[src/rtl/unp_pkg.sv]
package unp_pkg;

   typedef enum logic {
      CAUSE_SYSMSG = 1'b0,
      CAUSE_FAULT  = 1'b1
   } sys_cause_e;

   function automatic bit is_pow2(input int v);
      return (v > 0) && ((v & (v - 1)) == 0);
   endfunction

endpackage

[src/rtl/unp_fifo.sv]
module unp_fifo #(
   parameter int W     = 8,
   parameter int DEPTH = 4
) (
   input  logic         clk,
   input  logic         rst,
   input  logic         push,
   input  logic [W-1:0] din,
   input  logic         pop,
   output logic [W-1:0] dout,
   output logic         empty,
   output logic         full
);
   localparam int AW = (DEPTH > 1) ? $clog2(DEPTH) : 1;

   if (!unp_pkg::is_pow2(DEPTH)) begin : g_bad_depth
      $error("unp_fifo: DEPTH must be a power of two");
   end

   if (DEPTH == 1) begin : g_single
      logic         vld_q;
      logic [W-1:0] dat_q;

      always_ff @(posedge clk) begin
         if (rst) begin
            vld_q <= 1'b0;
         end else if (push && !vld_q) begin
            vld_q <= 1'b1;
         end else if (pop && vld_q) begin
            vld_q <= 1'b0;
         end
      end

      always_ff @(posedge clk) begin
         if (push && !vld_q) dat_q <= din;
      end

      assign dout  = dat_q;
      assign empty = !vld_q;
      assign full  = vld_q;
   end else begin : g_ring
      logic [W-1:0]  mem [DEPTH];
      logic [AW-1:0] wp_q, rp_q;
      logic [AW:0]   cnt_q;
      logic          do_push, do_pop;

      assign full    = (cnt_q == (AW+1)'(DEPTH));
      assign empty   = (cnt_q == '0);
      assign do_push = push && !full;
      assign do_pop  = pop && !empty;

      always_ff @(posedge clk) begin
         if (rst) begin
            wp_q  <= '0;
            rp_q  <= '0;
            cnt_q <= '0;
         end else begin
            if (do_push) wp_q <= wp_q + 1'b1;
            if (do_pop)  rp_q <= rp_q + 1'b1;
            case ({do_push, do_pop})
               2'b10:   cnt_q <= cnt_q + 1'b1;
               2'b01:   cnt_q <= cnt_q - 1'b1;
               default: cnt_q <= cnt_q;
            endcase
         end
      end

      always_ff @(posedge clk) begin
         if (do_push) mem[wp_q] <= din;
      end

      assign dout = mem[rp_q];
   end

endmodule

[src/rtl/unp_map_table.sv]
module unp_map_table #(
   parameter int TAG_W = 3,
   parameter int DOM_W = 4,
   parameter int CTX_W = 4,
   parameter int NRD   = 4
) (
   input  logic                       clk,
   input  logic                       rst,
   input  logic                       wr_en,
   input  logic [TAG_W-1:0]           wr_idx,
   input  logic                       wr_vld,
   input  logic [DOM_W-1:0]           wr_dom,
   input  logic [CTX_W-1:0]           wr_ctx,
   input  logic [NRD-1:0][TAG_W-1:0]  rd_idx,
   output logic [NRD-1:0]             rd_vld,
   output logic [NRD-1:0][DOM_W-1:0]  rd_dom,
   output logic [NRD-1:0][CTX_W-1:0]  rd_ctx
);
   localparam int ENT = 1 << TAG_W;

   logic             ent_vld [ENT];
   logic [DOM_W-1:0] ent_dom [ENT];
   logic [CTX_W-1:0] ent_ctx [ENT];

   always_ff @(posedge clk) begin
      if (rst) begin
         for (int i = 0; i < ENT; i++) begin
            ent_vld[i] <= 1'b0;
            ent_dom[i] <= '0;
            ent_ctx[i] <= '0;
         end
      end else if (wr_en) begin
         ent_vld[wr_idx] <= wr_vld;
         ent_dom[wr_idx] <= wr_dom;
         ent_ctx[wr_idx] <= wr_ctx;
      end
   end

   for (genvar r = 0; r < NRD; r++) begin : g_rd
      assign rd_vld[r] = ent_vld[rd_idx[r]];
      assign rd_dom[r] = ent_dom[rd_idx[r]];
      assign rd_ctx[r] = ent_ctx[rd_idx[r]];
   end

endmodule

[src/rtl/unp_guard.sv]
module unp_guard #(
   parameter int DOM_W = 4
) (
   input  logic             is_sys,
   input  logic             ent_vld,
   input  logic [DOM_W-1:0] ent_dom,
   input  logic [DOM_W-1:0] cur_dom,
   output logic             owner_ok
);
   always_comb begin
      owner_ok = !is_sys && ent_vld && (ent_dom == cur_dom);
   end
endmodule

[src/rtl/unp_port.sv]
module unp_port #(
   parameter int NUM_NET  = 2,
   parameter int DATA_W   = 32,
   parameter int TAG_W    = 3,
   parameter int DOM_W    = 4,
   parameter int CTX_W    = 4,
   parameter int UQ_DEPTH = 4,
   parameter int SQ_DEPTH = 4,
   parameter int OQ_DEPTH = 4
) (
   input  logic                            clk,
   input  logic                            rst,
   input  logic [DOM_W-1:0]                cur_dom,
   input  logic                            map_we,
   input  logic [TAG_W-1:0]                map_idx,
   input  logic                            map_vld,
   input  logic [DOM_W-1:0]                map_dom,
   input  logic [CTX_W-1:0]                map_ctx,
   input  logic [NUM_NET-1:0]              snd_valid,
   output logic [NUM_NET-1:0]              snd_ready,
   input  logic [NUM_NET-1:0]              snd_sys,
   input  logic [NUM_NET-1:0][TAG_W-1:0]   snd_tag,
   input  logic [NUM_NET-1:0][DATA_W-1:0]  snd_data,
   output logic [NUM_NET-1:0]              snd_fault,
   output logic [NUM_NET-1:0]              net_out_valid,
   input  logic [NUM_NET-1:0]              net_out_ready,
   output logic [NUM_NET-1:0]              net_out_sys,
   output logic [NUM_NET-1:0][TAG_W-1:0]   net_out_tag,
   output logic [NUM_NET-1:0][CTX_W-1:0]   net_out_ctx,
   output logic [NUM_NET-1:0][DATA_W-1:0]  net_out_data,
   input  logic [NUM_NET-1:0]              net_in_valid,
   output logic [NUM_NET-1:0]              net_in_ready,
   input  logic [NUM_NET-1:0]              net_in_sys,
   input  logic [NUM_NET-1:0][TAG_W-1:0]   net_in_tag,
   input  logic [NUM_NET-1:0][DATA_W-1:0]  net_in_data,
   output logic [NUM_NET-1:0]              usr_valid,
   input  logic [NUM_NET-1:0]              usr_pop,
   output logic [NUM_NET-1:0][CTX_W-1:0]   usr_ctx,
   output logic [NUM_NET-1:0][DATA_W-1:0]  usr_data,
   output logic [NUM_NET-1:0]              sys_valid,
   input  logic [NUM_NET-1:0]              sys_pop,
   output logic [NUM_NET-1:0]              sys_cause,
   output logic [NUM_NET-1:0][TAG_W-1:0]   sys_tag,
   output logic [NUM_NET-1:0][DATA_W-1:0]  sys_data,
   output logic                            irq,
   output logic [2*NUM_NET-1:0]            status
);
   import unp_pkg::*;

   localparam int NRD = 2 * NUM_NET;
   localparam int U_W = CTX_W + DATA_W;
   localparam int S_W = 1 + TAG_W + DATA_W;
   localparam int O_W = 1 + TAG_W + CTX_W + DATA_W;

   if (NUM_NET < 1 || TAG_W < 1 || DOM_W < 1 || CTX_W < 1 || DATA_W < 1) begin : g_bad_width
      $error("unp_port: every width and the network count must be at least 1");
   end
   if (!is_pow2(UQ_DEPTH) || !is_pow2(SQ_DEPTH) || !is_pow2(OQ_DEPTH)) begin : g_bad_depth
      $error("unp_port: queue depths must be powers of two");
   end

   logic [NRD-1:0][TAG_W-1:0] rd_idx;
   logic [NRD-1:0]            rd_vld;
   logic [NRD-1:0][DOM_W-1:0] rd_dom;
   logic [NRD-1:0][CTX_W-1:0] rd_ctx;

   logic [NUM_NET-1:0] rx_user_ok, tx_user_ok;
   logic [NUM_NET-1:0] u_empty, u_full, s_empty, s_full, o_empty, o_full;
   logic [NUM_NET-1:0] fault_q;

   unp_map_table #(
      .TAG_W (TAG_W),
      .DOM_W (DOM_W),
      .CTX_W (CTX_W),
      .NRD   (NRD)
   ) u_map (
      .clk    (clk),
      .rst    (rst),
      .wr_en  (map_we),
      .wr_idx (map_idx),
      .wr_vld (map_vld),
      .wr_dom (map_dom),
      .wr_ctx (map_ctx),
      .rd_idx (rd_idx),
      .rd_vld (rd_vld),
      .rd_dom (rd_dom),
      .rd_ctx (rd_ctx)
   );

   for (genvar n = 0; n < NUM_NET; n++) begin : g_net
      logic           rx_acc, tx_acc, tx_ok;
      logic [U_W-1:0] u_din, u_dout;
      logic [S_W-1:0] s_din, s_dout;
      logic [O_W-1:0] o_din, o_dout;
      sys_cause_e     rx_cause;

      assign rd_idx[n]           = net_in_tag[n];
      assign rd_idx[NUM_NET + n] = snd_tag[n];

      // receive path
      unp_guard #(.DOM_W(DOM_W)) u_rx_guard (
         .is_sys   (net_in_sys[n]),
         .ent_vld  (rd_vld[n]),
         .ent_dom  (rd_dom[n]),
         .cur_dom  (cur_dom),
         .owner_ok (rx_user_ok[n])
      );

      assign net_in_ready[n] = !u_full[n] && !s_full[n];
      assign rx_acc          = net_in_valid[n] && net_in_ready[n];
      assign rx_cause        = net_in_sys[n] ? CAUSE_SYSMSG : CAUSE_FAULT;
      assign u_din           = {rd_ctx[n], net_in_data[n]};
      assign s_din           = {rx_cause, net_in_tag[n], net_in_data[n]};

      unp_fifo #(.W(U_W), .DEPTH(UQ_DEPTH)) u_uq (
         .clk   (clk),
         .rst   (rst),
         .push  (rx_acc && rx_user_ok[n]),
         .din   (u_din),
         .pop   (usr_pop[n]),
         .dout  (u_dout),
         .empty (u_empty[n]),
         .full  (u_full[n])
      );

      unp_fifo #(.W(S_W), .DEPTH(SQ_DEPTH)) u_sq (
         .clk   (clk),
         .rst   (rst),
         .push  (rx_acc && !rx_user_ok[n]),
         .din   (s_din),
         .pop   (sys_pop[n]),
         .dout  (s_dout),
         .empty (s_empty[n]),
         .full  (s_full[n])
      );

      assign usr_valid[n] = !u_empty[n];
      assign {usr_ctx[n], usr_data[n]} = u_dout;
      assign sys_valid[n] = !s_empty[n];
      assign {sys_cause[n], sys_tag[n], sys_data[n]} = s_dout;

      // send path
      unp_guard #(.DOM_W(DOM_W)) u_tx_guard (
         .is_sys   (snd_sys[n]),
         .ent_vld  (rd_vld[NUM_NET + n]),
         .ent_dom  (rd_dom[NUM_NET + n]),
         .cur_dom  (cur_dom),
         .owner_ok (tx_user_ok[n])
      );

      assign snd_ready[n] = !o_full[n];
      assign tx_acc       = snd_valid[n] && snd_ready[n];
      assign tx_ok        = snd_sys[n] || tx_user_ok[n];
      assign o_din        = {snd_sys[n], snd_tag[n], rd_ctx[NUM_NET + n], snd_data[n]};

      unp_fifo #(.W(O_W), .DEPTH(OQ_DEPTH)) u_oq (
         .clk   (clk),
         .rst   (rst),
         .push  (tx_acc && tx_ok),
         .din   (o_din),
         .pop   (net_out_ready[n]),
         .dout  (o_dout),
         .empty (o_empty[n]),
         .full  (o_full[n])
      );

      always_ff @(posedge clk) begin
         if (rst) fault_q[n] <= 1'b0;
         else     fault_q[n] <= tx_acc && !tx_ok;
      end

      assign net_out_valid[n] = !o_empty[n];
      assign {net_out_sys[n], net_out_tag[n], net_out_ctx[n], net_out_data[n]} = o_dout;

      assign status[2*n]     = !u_empty[n];
      assign status[2*n + 1] = o_full[n];
   end

   assign snd_fault = fault_q;
   assign irq       = !(&s_empty);

endmodule

[config.mk]
export PLATFORM = sky130hd
export DESIGN_NAME = unp_port
export DESIGN_NICKNAME = d
export VERILOG_FILES = /design/src/rtl/unp_pkg.sv /design/src/rtl/unp_fifo.sv /design/src/rtl/unp_map_table.sv /design/src/rtl/unp_guard.sv /design/src/rtl/unp_port.sv
export SDC_FILE = /design/constraint.sdc
export NUM_CORES = 1
export LEC_CHECK = 0
export ABC_AREA = 0
export BUFFER_PORTS_ARGS = -buffer_cell sky130_fd_sc_hd__buf_2
export CAP_MARGIN = 20
export CORE_MARGIN = 2
export CORE_UTILIZATION = 26
export CTS_CLUSTER_DIAMETER = 60
export DETAILED_ROUTE_END_ITERATION = 6
export MAX_ROUTING_LAYER = met4
export PLACE_DENSITY = 0.52
export SLEW_MARGIN = 15
export SYNTH_ARGS = -nofsm -noshare
export SYNTH_HDL_FRONTEND = slang
export SYNTH_HIERARCHICAL = 1
export SYNTH_SLANG_ARGS = --single-unit
[constraint.sdc]
create_clock -name clk -period 4.9 [get_ports clk]
set_clock_uncertainty 0.15 [all_clocks]
set_input_delay 0.735 -clock clk [delete_from_list [all_inputs] [get_ports clk]]
set_output_delay 0.735 -clock clk [all_outputs]
set_load 0.02 [all_outputs]
; ---- Word level (Yosys, flattened, before mapping)
; Memories as Yosys holds them, arrays and structs flattened. A register that Yosys moved wholly into a read port is not among the register bits.
; Index checks and enable logic that the tools add are counted.
[word_totals]
reg_bits = 44
latchBits = 0
ramBits = 968
mem_bits_ro = 0
inputBits = 173
memories = 9
[mem_list]
columns = name, words, width, read_ports, rd_ports_with_merged_regs, wr, line_no
row1 = g_net[0].u_oq.g_ring.mem, 4, 40, 1, 1, 1, unp_fifo.sv:42  ; logic [W-1:0] mem [DEPTH];
row2 = g_net[1].u_oq.g_ring.mem, 4, 40, 1, 1, 1, unp_fifo.sv:42
row3 = g_net[0].u_sq.g_ring.mem, 4, 36, 1, 1, 1, unp_fifo.sv:42
row4 = g_net[0].u_uq.g_ring.mem, 4, 36, 1, 1, 1, unp_fifo.sv:42
row5 = g_net[1].u_sq.g_ring.mem, 4, 36, 1, 1, 1, unp_fifo.sv:42
row6 = g_net[1].u_uq.g_ring.mem, 4, 36, 1, 1, 1, unp_fifo.sv:42
row7 = +3 memories, n/a, n/a, n/a, n/a, n/a, n/a
[classes]
n_addsub = 24
multipliers = 0
n_div = 0
n_lt_le_gt_ge = 0
eq_ne = 22
shifts = 0
mux = 46
bitwise = 0
n_reduce_logical = 73
[ops]
columns = op, count
row1 = case mux 3 bit (2 select lines), 6
row2 = logical AND 1 bit, 34
row3 = "adder 2 x 1 -> 2 bit, second input constant", 12
row4 = two-way mux 2 bit, 12
row5 = two-way mux 1 bit, 23
row6 = zero test 1 bit, 21
row7 = "adder 3 x 1 -> 3 bit, second input constant", 6
row8 = "equality test 3 bit, second input constant", 6
row9 = zero test 3 bit, 6
row10 = "subtractor 3 x 1 -> 3 bit, second input constant", 6
row11 = equality test 4 bit, 4
row12 = "equality test 2 x 1 -> 1 bit, second input constant", 6
row13 = "equality test 2 bit, second input constant", 6
row14 = nonzero test 2 bit, 6
row15 = two-way mux 3 bit, 3
row16 = two-way mux 4 bit, 2
row17 = OR reduction 4 bit, 2
row18 = logical OR 1 bit, 2
row19 = AND reduction 2 bit, 1
row20 = OR reduction 1 bit, 1

; ---- Depth between registers and ports, before layout
; Gate-level depths: netlist of the first run.
[depth]
word_depth = 8
mapped_depth = 18
depth_no_buf = 16

; ---- Cells and area by module
; Netlist of the first run, hierarchy kept.
[modules_own_cells]
columns = mod, n_inst, cells_each, area_each_um2
row1 = unp_fifo at g_net[0].u_sq ..., 4, 242, 5734.2
row2 = unp_fifo at g_net[0].u_oq ..., 2, 263, 6304.8
row3 = unp_map_table, 1, 312, 5193.7
row4 = unp_guard, 4, 9, 62.6
row5 = unp_port, 1, 29, 203.9

; ---- Least setup slack after synthesis of the first run
; Ideal clock, no wire load.
[synth_timing]
path_type = input port to flip-flop
start = input port snd_tag[0] (netlist name)
end = memory g_net[0].u_oq/g_ring.mem[0][0] (netlist name) (enable)
setup_time_ns = 0.401
t_arrival_ns = 3.810
required_ns = 4.349
setup_slack_ns = 0.539
path_stages = 11
n_path_buf = 2
path_cell_list = buf_6 > buf_12 > mux4_1 > mux2_2 > a222oi_1 > nor4b_2 > nor2_1 > nor2_1 > inv_1 > nor2_2 > and2_1
[synth_lines]
columns = item, line_no
row1 = from (decl), unp_port.sv:22  ; input logic [NUM_NET-1:0][TAG_W-1:0] snd_tag,
row2 = to (decl), unp_fifo.sv:42

==> results.py, run 1 <==
metrics = {
    "setup_path": {
        "crit_path_start_kind": "input pin",
        "cpPeakStageDelay_ns": 0.57,
        "cp_data_required_time_ns": 5.34,
        "path_common_cell": "inv_1",
        "cp_max_fo": 12,
        "critPathKind": "input pin to flop",
        "crit_path_top_delay_cell": "mux4_1",
        "worstPathCellList": "buf_2 > buf_4 > mux4_1 > mux2_2 > inv_1 > o22ai_1 > nor4b_2 > buf_4 > nor2_1 > nor2_1 > inv_1 > nor2_2 > inv_1 > ha_1 > inv_1 > fa_1 > xor2_1 > or3_1 > a21oi_1",
        "arrival_ns": 4.46,
        "endpoint_kind": "flop",
    },
    "clock_network": {
        "clock_latency_ns": 0.73,
        "cts_root_buf": "clkbuf_16",
        "cts_tree": "yes",
        "htree_levels": 3,
        "cts_buffers": 117,
        "clock_path_buffers": 3,
        "clkTransAtPathRegs_ns": 0.06,
        "cts_resized": 0,
        "clkSinkCount": 1024,
    },
    "timing": {
        "rsz0062_at_grt": "false",
        "slew_viol_final": 0,
        "post-route-period-util": 0.821,
        "tightest_slew_ns": 1.05,
        "relSlewSlack": 0.299,
        "setup_viol_count_final": 0,
        "hold_viol": 0,
        "max_clock_freq_ghz": 0.248,
        "fin_tns_setup_ns": 0,
        "hold_ws_ns": 0.0765,
        "fin_crit_ns": 4.02,
    },
    "floorplanning": {
        "die_area_um2": 162000,
        "die_x_um": 402,
        "die_h_um": 402,
        "pin_count": 414,
        "core_area_um2": 158000,
        "std_cell_rows": 146,
        "start_util": 0.261,
    },
    "power_and_ir_drop": {
        "power.switching_w": 0.00666,
        "total_power_w": 0.0238,
        "clockPowerShare": 0.367,
        "seqPwrFrac": 0.447,
        "switching_share": 0.280,
        "pwr_density_cell_nw_per_um2": 473,
        "p_leak_nw": 16.6,
        "comb_power_share": 0.185,
        "peakVddDrop_mv": 0.314,
        "internal-power_w": 0.0171,
    },
    "routing": {
        "dr.pass1.iters": 5,
        "wire_per_inst_um": 21.9,
        "drt-total-wl_um": 101000,
        "drtAntennaViolNets": 0,
        "vias": 20200,
        "vias_per_cell": 4.38,
        "route.detailed.drc": 0,
        "drt_iter0_drc": 1321,
    },
    "synthesis": {
        "ys_warn_count": 6,
        "ys_ff_latch": 1024,
        "ys_seq_area_frac": 0.733,
        "synth_area_um2": 41200,
        "synth_area_per_cell_um2": 22.0,
        "synth_cell_types": 40,
        "synth_fp_nets": 2080,
        "synth_cells": 1871,
    },
    "run": {
        "max_cap_viol_count": 0,
    },
    "worst_hold_path": {
        "hp-class": "input pin to flop",
    },
    "global_route": {
        "gr-total-overflow": 0,
        "grt_pass1_wl_um": 146000,
        "grt_max_degree": 65,
        "grt.total_usage": 0.126,
        "antenna_found_initial": 29,
        "grt_pass1_vias": 21100,
    },
    "placement": {
        "hpwl_um": 65900,
        "io_buffer_count": 413,
        "gp_congestion": 0.749,
    },
    "final_layout": {
        "drive_gt1_frac": 0.383,
        "area_growth_pct": 22.0,
        "nets": 2623,
        "fin_util": 0.319,
    },
    "run_status": {
        "status": "finished, final reports clean",
    },
}
## cells in the mapped netlist
master	n	area [um2]
nor4b_2	6	90.1
o22ai_1	4	25.0
nor2_1	38	143
buf_12	24	480
or3b_2	1	8.76
xor2_1	22	193
or2_2	1	6.26
fa_1	6	120
ha_1	30	375
buf_6	10	113
and3_1	2	12.5
dfxtp_1	56	1120
nor3b_2	6	75.1
buf_4	2	15.0
nor3_2	6	60.1
mux4_1	96	2520
mux2i_1	6	60.1
clkinv_1	9	33.8
buf_1	10	37.5
clkbuf_2	4	20.0
or3_1	18	113
mux2_2	36	405
o211ai_1	4	30.0
buf_2	26	130
and2_1	24	150
a222oi_1	4	40.0
edfxtp_1	968	29100
nor2_2	4	25.0
nand3b_1	1	7.51
o21ai_0	18	90.1
nand2b_1	16	100
nor3_1	72	360
a21oi_1	24	120
o21bai_1	8	60.1
nor4_2	2	25.0
nand2_1	8	30.0
clkbuf_1	19	71.3
o31ai_2	6	75.1
inv_1	74	278
mux4_2	200	4500
## power groups by stage
stage               clock network, W  registers [W]  logic, W
floorplan                          0         0.0105   0.00325
global placement                   0         0.0108   0.00450
detailed placement                 0         0.0108   0.00452
CTS                          0.00904         0.0107   0.00456
global route                 0.00936         0.0107   0.00473
finish                       0.00873         0.0106   0.00440
## critical path, delay by kind of cell
kind            cells  cell delay [ns]
compound gates      2             0.24
xor+xnor            1             0.07
fa+ha+maj           2             0.39
buf+inv             7             1.11
mux                 2             0.84
simple gates        5             1.06
## area by class of cell
class	count	area (um2)
fillers	15200	108000
flip-flops and latches	1024	30200
inverters	83	312
clock buffers	134	3020
repair buffers	519	3290
diodes	18	45.0
multi-input cells	669	9860
well taps	2072	2590
clock inverters	88	945
## cells by family (layout without fill, tap and decap cells)
logic type | after synthesis | in the layout | synth area share
other cells | 0 | 18 | 0
compound gates | 68 | 68 | 0.0107
xor+xnor | 22 | 22 | 0.00468
mux | 338 | 338 | 0.182
buf+inv | 178 | 824 | 0.0286
simple gates | 205 | 205 | 0.0293
fa+ha+maj | 36 | 36 | 0.0120
flops | 1024 | 1024 | 0.733
## cell usage in the layout, fill, tap and decap left out, types with 24 or more instances in the layout
cell           count
dlygate4sd3_1     46
clkbuf_16        117
mux2_2            36
clkinv_1          29
ha_1              30
a21oi_1           24
mux4_2           200
buf_2            412
clkinv_2          24
inv_1             74
and2_2            24
edfxtp_1         968
dfxtp_1           44
nor2_1            38
mux4_1            96
nor3_1            72
buf_4             36
buf_12            25
## routing by layer
| layer | global-route usage | routed length, um | share of wire | up-vias |
|---|---|---|---|---|
| met2 | 0.200 | 48700 | 0.48 | 505 |
| li1 | - | - | - | 8954 |
| met3 | 0.0356 | 6980 | 0.069 | 157 |
| met5 | - | 0 | 0 | - |
| met1 | 0.158 | 42800 | 0.42 | 10600 |
| met4 | 0.0374 | 2280 | 0.023 | 0 |
## worst paths after layout
| kind | end | slack, ns | from | cells past startpoint |
|---|---|---|---|---|
| max | g_net[1].u_oq/g_ring.cnt_q[2] | 0.88 | snd_tag[3] | 19 |
| max reg2reg | g_net[1].u_sq/g_ring.cnt_q[2] | 1.02 | u_map/ent_dom[6][1] | 15 |
| min reg2reg | flop | 0.33 | g_net[0].u_oq/g_ring.rp_q[1] | 2 |
| min | g_net[1].u_oq/g_ring.mem[2][9] | 0.08 | snd_data[41] | 1 |
## per-stage QoR
stage	cells	setup WS, ns	cell area (um2)
floorplan	1871	0.539	41200
global placement	4320	0.175	45800
detailed placement	4320	0.124	45800
CTS	4588	0.857	50200
global route	4605	0.644	50300
finish	4607	0.876	50300
## what timing repair did
| item | 4_1_cts | 5_1_grt |
|---|---|---|
| hold buffers | 46 | 0 |
| setup buffers | 0 | 0 |
| endpoints found under the hold margin | 183 | 0 |
## state kept, by name (all words and copies together) (netlist names), named ones only
signal / flops
g_net.u_oq/g_ring.cnt_q: 6
g_net.u_oq/g_ring.mem: 320
g_net.u_oq/g_ring.rp_q: 4
g_net.u_oq/g_ring.wp_q: 4
g_net.u_sq/g_ring.cnt_q: 6
g_net.u_sq/g_ring.mem: 288
g_net.u_sq/g_ring.rp_q: 4
g_net.u_sq/g_ring.wp_q: 4
g_net.u_uq/g_ring.cnt_q: 6
g_net.u_uq/g_ring.mem: 288
g_net.u_uq/g_ring.rp_q: 4
g_net.u_uq/g_ring.wp_q: 4
snd_fault: 2
u_map/ent_ctx: 32
u_map/ent_dom: 32
u_map/ent_vld: 8
Power figures use the tool's default switching activity.
==> run 2, diff against run 1 <==
- PLACE_DENSITY: 0.52 -> 0.53
- clock period: 4.9 -> 3.3 ns (I/O delays scaled with it)
==> run 2 against run 1 <==
  * The run now ends with negative setup slack left
  * Setup slack worse by 1.2 ns
  * Count of clock-buffer cells in the layout up 10
  * Cell count up 5.9%
  * Sequential cell count unchanged
  * Sequential share of layout area down 3.9 points
  * Utilization up 2.2 points
  * Non-clock buffer count up 272
  * Die area unchanged
  * Global-route usage up 0.66 points
  * Routed wire length up 4.9%
  * Design area up 6.9%
  * First-iteration DRC count down 6.1%
  * Critical path type is now flop to flop
  * Critical endpoint is now g_net[1].u_sq/g_ring.cnt_q[2]
==> results.py, run 2 (synthesis results as in run 1) <==
metrics = {
    "final_layout": {
        "register_area_um2": 30200,
        "reg_top3": "g_net.u_oq/g_ring.mem x320, g_net.u_sq/g_ring.mem x288, g_net.u_uq/g_ring.mem x288",
        "drive_gt1_frac": 0.422,
        "nets": 2897,
        "fin_util": 0.340,
        "design_area_um2": 53700,
        "largest_register": "g_net.u_oq/g_ring.mem",
        "largest_reg_flops": 320,
        "final_cell_mix": "edfxtp_1, buf_2, mux4_2",
        "layout_commonest_cell": "edfxtp_1",
        "area_growth_pct": 30.4,
        "fin_cells": 4877,
        "num-fill-cells": 14900,
        "multi_input_area_um2": 9960,
    },
    "power_and_ir_drop": {
        "seqPwrFrac": 0.435,
        "comb_power_share": 0.209,
        "clockPowerShare": 0.355,
        "peakVddDrop_mv": 0.466,
        "pwr_density_cell_nw_per_um2": 666,
        "switching_share": 0.282,
        "power.switching_w": 0.0101,
        "internal-power_w": 0.0257,
        "p_leak_nw": 18.2,
    },
    "timing": {
        "setup_viol_count_final": 572,
        "hold_ws_ns": 0.104,
        "setup_slack_ns": -0.348,
        "fin_tns_setup_ns": -51.31,
        "post-route-period-util": 1.11,
        "rsz0062_at_grt": "true",
        "tightest_slew_ns": 0.727,
        "slew_viol_final": 0,
        "max_clock_freq_ghz": 0.274,
        "relSlewSlack": 0.512,
        "fin_crit_ns": 3.65,
        "hold_viol": 0,
    },
    "global_route": {
        "gr-total-overflow": 0,
        "grt_pass1_vias": 22500,
        "antenna_found_initial": 22,
        "grt_max_degree": 45,
        "grt_pass1_wl_um": 154000,
        "grt.total_usage": 0.133,
    },
    "setup_path": {
        "critPathKind": "flop to flop",
        "cp_data_required_time_ns": 3.83,
        "cp_max_fo": 4,
        "worst-path-buf-inv": 4,
        "r2r_slack_ns": -0.35,
        "arrival_ns": 4.18,
        "r2r_start": "u_map/ent_dom[3][1]",
        "crit_path_start_kind": "flop",
        "endpoint_kind": "flop",
        "reg2reg_depth": 15,
        "cpPeakStageDelay_ns": 0.50,
        "crit_path_top_delay_cell": "mux4_2",
        "worstPathCellList": "mux4_2 > mux2_4 > a222oi_1 > nor4b_2 > buf_4 > nor4b_2 > inv_1 > nor2_2 > inv_1 > ha_2 > inv_2 > fa_2 > xor2_1 > or3_1 > a21oi_2",
        "cp_top_family": "multiplexers",
        "r2r-end": "g_net[1].u_sq/g_ring.cnt_q[2]",
    },
    "floorplanning": {
        "die_x_um": 402,
        "die_area_um2": 162000,
        "core_area_um2": 158000,
        "die_h_um": 402,
        "std_cell_rows": 146,
        "start_util": 0.261,
        "pin_count": 414,
    },
    "clock_network": {
        "cts_root_buf": "clkbuf_16",
        "clkSinkCount": 1024,
        "clock_path_buffers": 3,
        "clock_latency_ns": 0.75,
        "cts_buffers": 119,
        "htree_levels": 3,
        "cts_tree": "yes",
        "clkTransAtPathRegs_ns": 0.06,
    },
    "worst_hold_path": {
        "holdPathEnd": "g_net[0].u_sq/g_ring.mem[0][33]",
        "hp-class": "input pin to flop",
        "holdPathStages": 2,
        "hold_start": "net_in_tag[1]",
    },
    "routing": {
        "route.detailed.drc": 0,
        "wire_per_inst_um": 21.7,
        "dr.pass1.iters": 5,
        "drt_iter0_drc": 1240,
        "vias_per_cell": 4.39,
        "drtAntennaViolNets": 0,
        "drt-total-wl_um": 106000,
        "vias": 21400,
    },
    "placement": {
        "gp_congestion": 0.751,
        "hpwl_um": 69600,
        "placed_area_um2": 47100,
        "io_buffer_count": 413,
        "dp.cells": 4419,
    },
    "run": {
        "max_cap_viol_count": 0,
    },
    "run_status": {
        "violations": "negative setup slack",
        "status": "finished, violations left",
    },
}
-- run 2: power groups by stage --
stage	clock [W]	combinational [W]	sequential, W
after floorplan	0	0.00488	0.0156
after global placement	0	0.00721	0.0158
after detailed placement	0	0.00724	0.0159
after CTS	0.0131	0.00766	0.0156
after global routing	0.0136	0.00803	0.0157
final	0.0127	0.00749	0.0156
-- run 2: area by class of cell --
type	instances	share of cell area
flip-flops and latches	1024	0.562
multi-input cells	669	0.185
repair buffers	791	0.126
clock buffers	144	0.0582
well taps	2072	0.0483
clock inverters	76	0.0135
inverters	83	0.00580
diodes	18	0.000838
-- run 2: per-stage QoR --
step / total power (W) / worst slack (ns)
5_1_grt: 0.0373 / -0.542
4_1_cts: 0.0364 / -0.316
3_5_place_dp: 0.0231 / -0.711
3_3_place_gp: 0.0230 / -0.687
2_1_floorplan: 0.0205 / -0.342
6_report: 0.0358 / -0.348
-- run 2: worst register-to-register path: cells and delay by family, from the launching register on --
family          cells  cell delay [ns]
mux                 2             0.79
simple gates        4             0.71
fa+ha+maj           2             0.50
flops               1             0.48
compound gates      2             0.46
buf+inv             4             0.38
xor+xnor            1             0.16
-- run 2: how the worst max path moves through the flow --
stage / start / to / slack, ns / depth (start not counted)
2_1_floorplan: net_in_tag[0] / g_net[0].u_sq/g_ring.cnt_q[2] / -0.34 / 16
3_3_place_gp: net_in_tag[0] / g_net[0].u_sq/g_ring.cnt_q[2] / -0.69 / 15
3_5_place_dp: net_in_tag[3] / g_net[1].u_sq/g_ring.cnt_q[2] / -0.71 / 16
4_1_cts: u_map/ent_dom[3][1] / g_net[1].u_sq/g_ring.cnt_q[2] / -0.32 / 15
5_1_grt: u_map/ent_dom[3][1] / g_net[1].u_sq/g_ring.cnt_q[2] / -0.54 / 15
6_report: u_map/ent_dom[3][1] / g_net[1].u_sq/g_ring.cnt_q[2] / -0.35 / 15
-- run 2: repair_timing --
item | in CTS | in global routing
resized for setup | 56 | 43
cloned | 23 | 3
hold buffers | 147 | 0
hold endpoints to repair | 825 | 0
pin swaps | 15 | 6
buffers inserted | 42 | 21
setup endpoints to repair | 371 | 911
-- run 2: routing by layer --
| metal | up-vias | wire length (um) | GRT usage |
|---|---|---|---|
| li1 | 9490 | - | - |
| met1 | 11200 | 44100 | 0.167 |
| met2 | 588 | 51000 | 0.210 |
| met3 | 163 | 7690 | 0.0372 |
| met4 | 0 | 2790 | 0.0379 |
| met5 | - | 0 | - |
==> run 3, diff against run 2 <==
- CELL_PAD_IN_SITES_DETAIL_PLACEMENT: not set -> 1
- CELL_PAD_IN_SITES_GLOBAL_PLACEMENT: not set -> 1
- PLACE_DENSITY: 0.53 -> 0.57
- SETUP_SLACK_MARGIN: not set -> 0.02
==> run 3 against run 2 <==
  * The flow still finishes with violations (negative setup slack)
  * Register-to-register slack lost 0.05 ns
  * Global-route usage is 1.3 points higher
  * Die area unchanged
  * Routed wire length rose by 10%
  * Via count is 3.8% higher
  * Setup slack worse by 0.047 ns
  * Critical path depth did not move
  * Count of clock-buffer cells in the layout rose by 2
==> results.py, run 3 (synthesis results as in run 1) <==
metrics = {
    "run_status": {
        "status": "finished, violations left",
        "violations": "negative setup slack",
    },
    "setup_path": {
        "crit_path_start_kind": "flop",
        "cp_top_family": "simple AND/OR/NAND/NOR gates",
        "path_common_cell": "inv_2",
        "endpoint_kind": "flop",
        "r2r_slack_ns": -0.39,
        "cpPeakStageDelay_ns": 0.45,
        "cp_max_fo": 2,
        "crit_path_top_delay_cell": "mux4_2",
        "worst-path-buf-inv": 4,
        "cp_data_required_time_ns": 3.79,
        "worstPathCellList": "buf_6 > mux4_2 > mux2_4 > a222oi_1 > nor4b_4 > nor4b_2 > inv_1 > nor2_4 > inv_2 > ha_4 > inv_2 > fa_2 > xor2_1 > or3_1 > a21oi_1",
        "arrival_ns": 4.18,
        "critPathKind": "flop to flop",
    },
    "timing": {
        "setup_slack_ns": -0.394,
        "hold_viol": 0,
        "setup_viol_count_final": 578,
        "fin_crit_ns": 3.69,
        "post-route-period-util": 1.12,
        "rsz0062_at_grt": "true",
        "max_clock_freq_ghz": 0.271,
        "relSlewSlack": 0.462,
        "slew_viol_final": 0,
        "tightest_slew_ns": 0.805,
        "fin_tns_setup_ns": -66.68,
    },
    "clock_network": {
        "clkSinkCount": 1024,
        "htree_levels": 3,
        "cts_tree": "yes",
        "clock_path_buffers": 3,
        "clkTransAtPathRegs_ns": 0.06,
        "clock_latency_ns": 0.76,
        "cts_buffers": 115,
        "cts_root_buf": "clkbuf_16",
    },
    "global_route": {
        "grt_pass1_wl_um": 170000,
        "grt_max_degree": 41,
        "gr-total-overflow": 0,
        "grt.total_usage": 0.145,
        "grt_pass1_vias": 24400,
        "antenna_found_initial": 28,
    },
    "run": {
        "max_cap_viol_count": 0,
    },
    "power_and_ir_drop": {
        "pwr_density_cell_nw_per_um2": 664,
        "peakVddDrop_mv": 0.595,
        "total_power_w": 0.0364,
        "p_leak_nw": 18.7,
    },
    "final_layout": {
        "area_growth_pct": 33.0,
        "design_area_um2": 54800,
        "final_cell_mix": "edfxtp_1, buf_2, mux4_2",
        "nets": 2969,
        "layout_commonest_cell": "edfxtp_1",
        "largest_reg_flops": 320,
        "num-fill-cells": 15900,
        "largest_register": "g_net.u_oq/g_ring.mem",
        "fin_util": 0.347,
        "reg_top3": "g_net.u_oq/g_ring.mem x320, g_net.u_sq/g_ring.mem x288, g_net.u_uq/g_ring.mem x288",
        "drive_gt1_frac": 0.435,
    },
    "floorplanning": {
        "start_util": 0.261,
        "pin_count": 414,
        "die_area_um2": 162000,
        "die_h_um": 402,
        "std_cell_rows": 146,
        "die_x_um": 402,
        "core_area_um2": 158000,
    },
    "placement": {
        "hpwl_um": 76800,
        "placed_area_um2": 47500,
        "io_buffer_count": 413,
        "place_ws_ns": -0.721,
        "gp_congestion": 0.821,
    },
    "routing": {
        "route.detailed.drc": 0,
        "vias": 22200,
        "drt-total-wl_um": 116000,
        "drt_iter0_drc": 1441,
        "wire_per_inst_um": 23.6,
        "vias_per_cell": 4.50,
        "dr.pass1.iters": 5,
        "drtAntennaViolNets": 0,
    },
    "worst_hold_path": {
        "hp-class": "input pin to flop",
    },
}
==> run 3: changes by cell type in the layout (fill, tap and decap cells not counted), sizes merged <==
cell      delta
diode        -1
clkbuf      +13
clkinv      -10
bufbuf       -2
bufinv       +4
clkinvlp     -2
inv          -7
buf         +67
==> run 3: power breakdown <==
group | switching, W | total (W) | internal [W]
registers | 0.000452 | 0.0156 | 0.0152
clock network | 0.00535 | 0.0127 | 0.00731
logic | 0.00450 | 0.00812 | 0.00362
==> run 3: worst reg2reg max path, stage by stage (launching register included) <==
cell	delay, ns
edfxtp_1	0.43
buf_6	0.15
mux4_2	0.45
mux2_4	0.29
a222oi_1	0.36
nor4b_4	0.36
nor4b_2	0.09
inv_1	0.13
nor2_4	0.05
inv_2	0.08
ha_4	0.13
inv_2	0.04
fa_2	0.33
xor2_1	0.15
or3_1	0.31
a21oi_1	0.13
==> run 3: routing by layer <==
metal / global-route usage / routed length (um)
met3: 0.0303 / 6780
met5: - / 0
met2: 0.255 / 61500
met4: 0.0406 / 2740
met1: 0.169 / 45400
==> run 3: timing repair <==
item,4_1_cts,5_1_grt
endpoints found under the hold margin,829,0
gates cloned,32,19
hold buffers,147,0
setup buffers,61,27
setup endpoints to repair,827,947
gates resized for setup,135,95
pin swaps,26,25
==> run 3: final timing paths <==
path,endpoint,cells after the start,startpoint
max reg2reg,g_net[1].u_sq/g_ring.cnt_q[2],15,u_map/ent_dom[1][1]
min,u_map/ent_dom[6][3],3,map_dom[3]
min reg2reg,g_net[0].u_uq/g_ring.rp_q[1],2,g_net[0].u_uq/g_ring.rp_q[1]
max,g_net[1].u_sq/g_ring.cnt_q[2],15,u_map/ent_dom[1][1]
==> run 3: metrics by stage <==
stage	hold slack, ns	instances
6_report	0.0829	4939
5_1_grt	0.0517	4936
4_1_cts	0.00425	4921
3_5_place_dp	0.333	4480
3_3_place_gp	0.318	4476
2_1_floorplan	0.309	1871
==> run 3: cell type report <==
cell class                 count  area (um2)  share of cell area
sequential                  1024       30200               0.551
clock buffer                 146        3020              0.0550
multi-input combinational    669       10100               0.184
antenna                       17        42.5            0.000777
inverter                      83         314             0.00573
clock inverter                61         749              0.0137
tap                         2072        2590              0.0473
timing repair buffer         867        7780               0.142
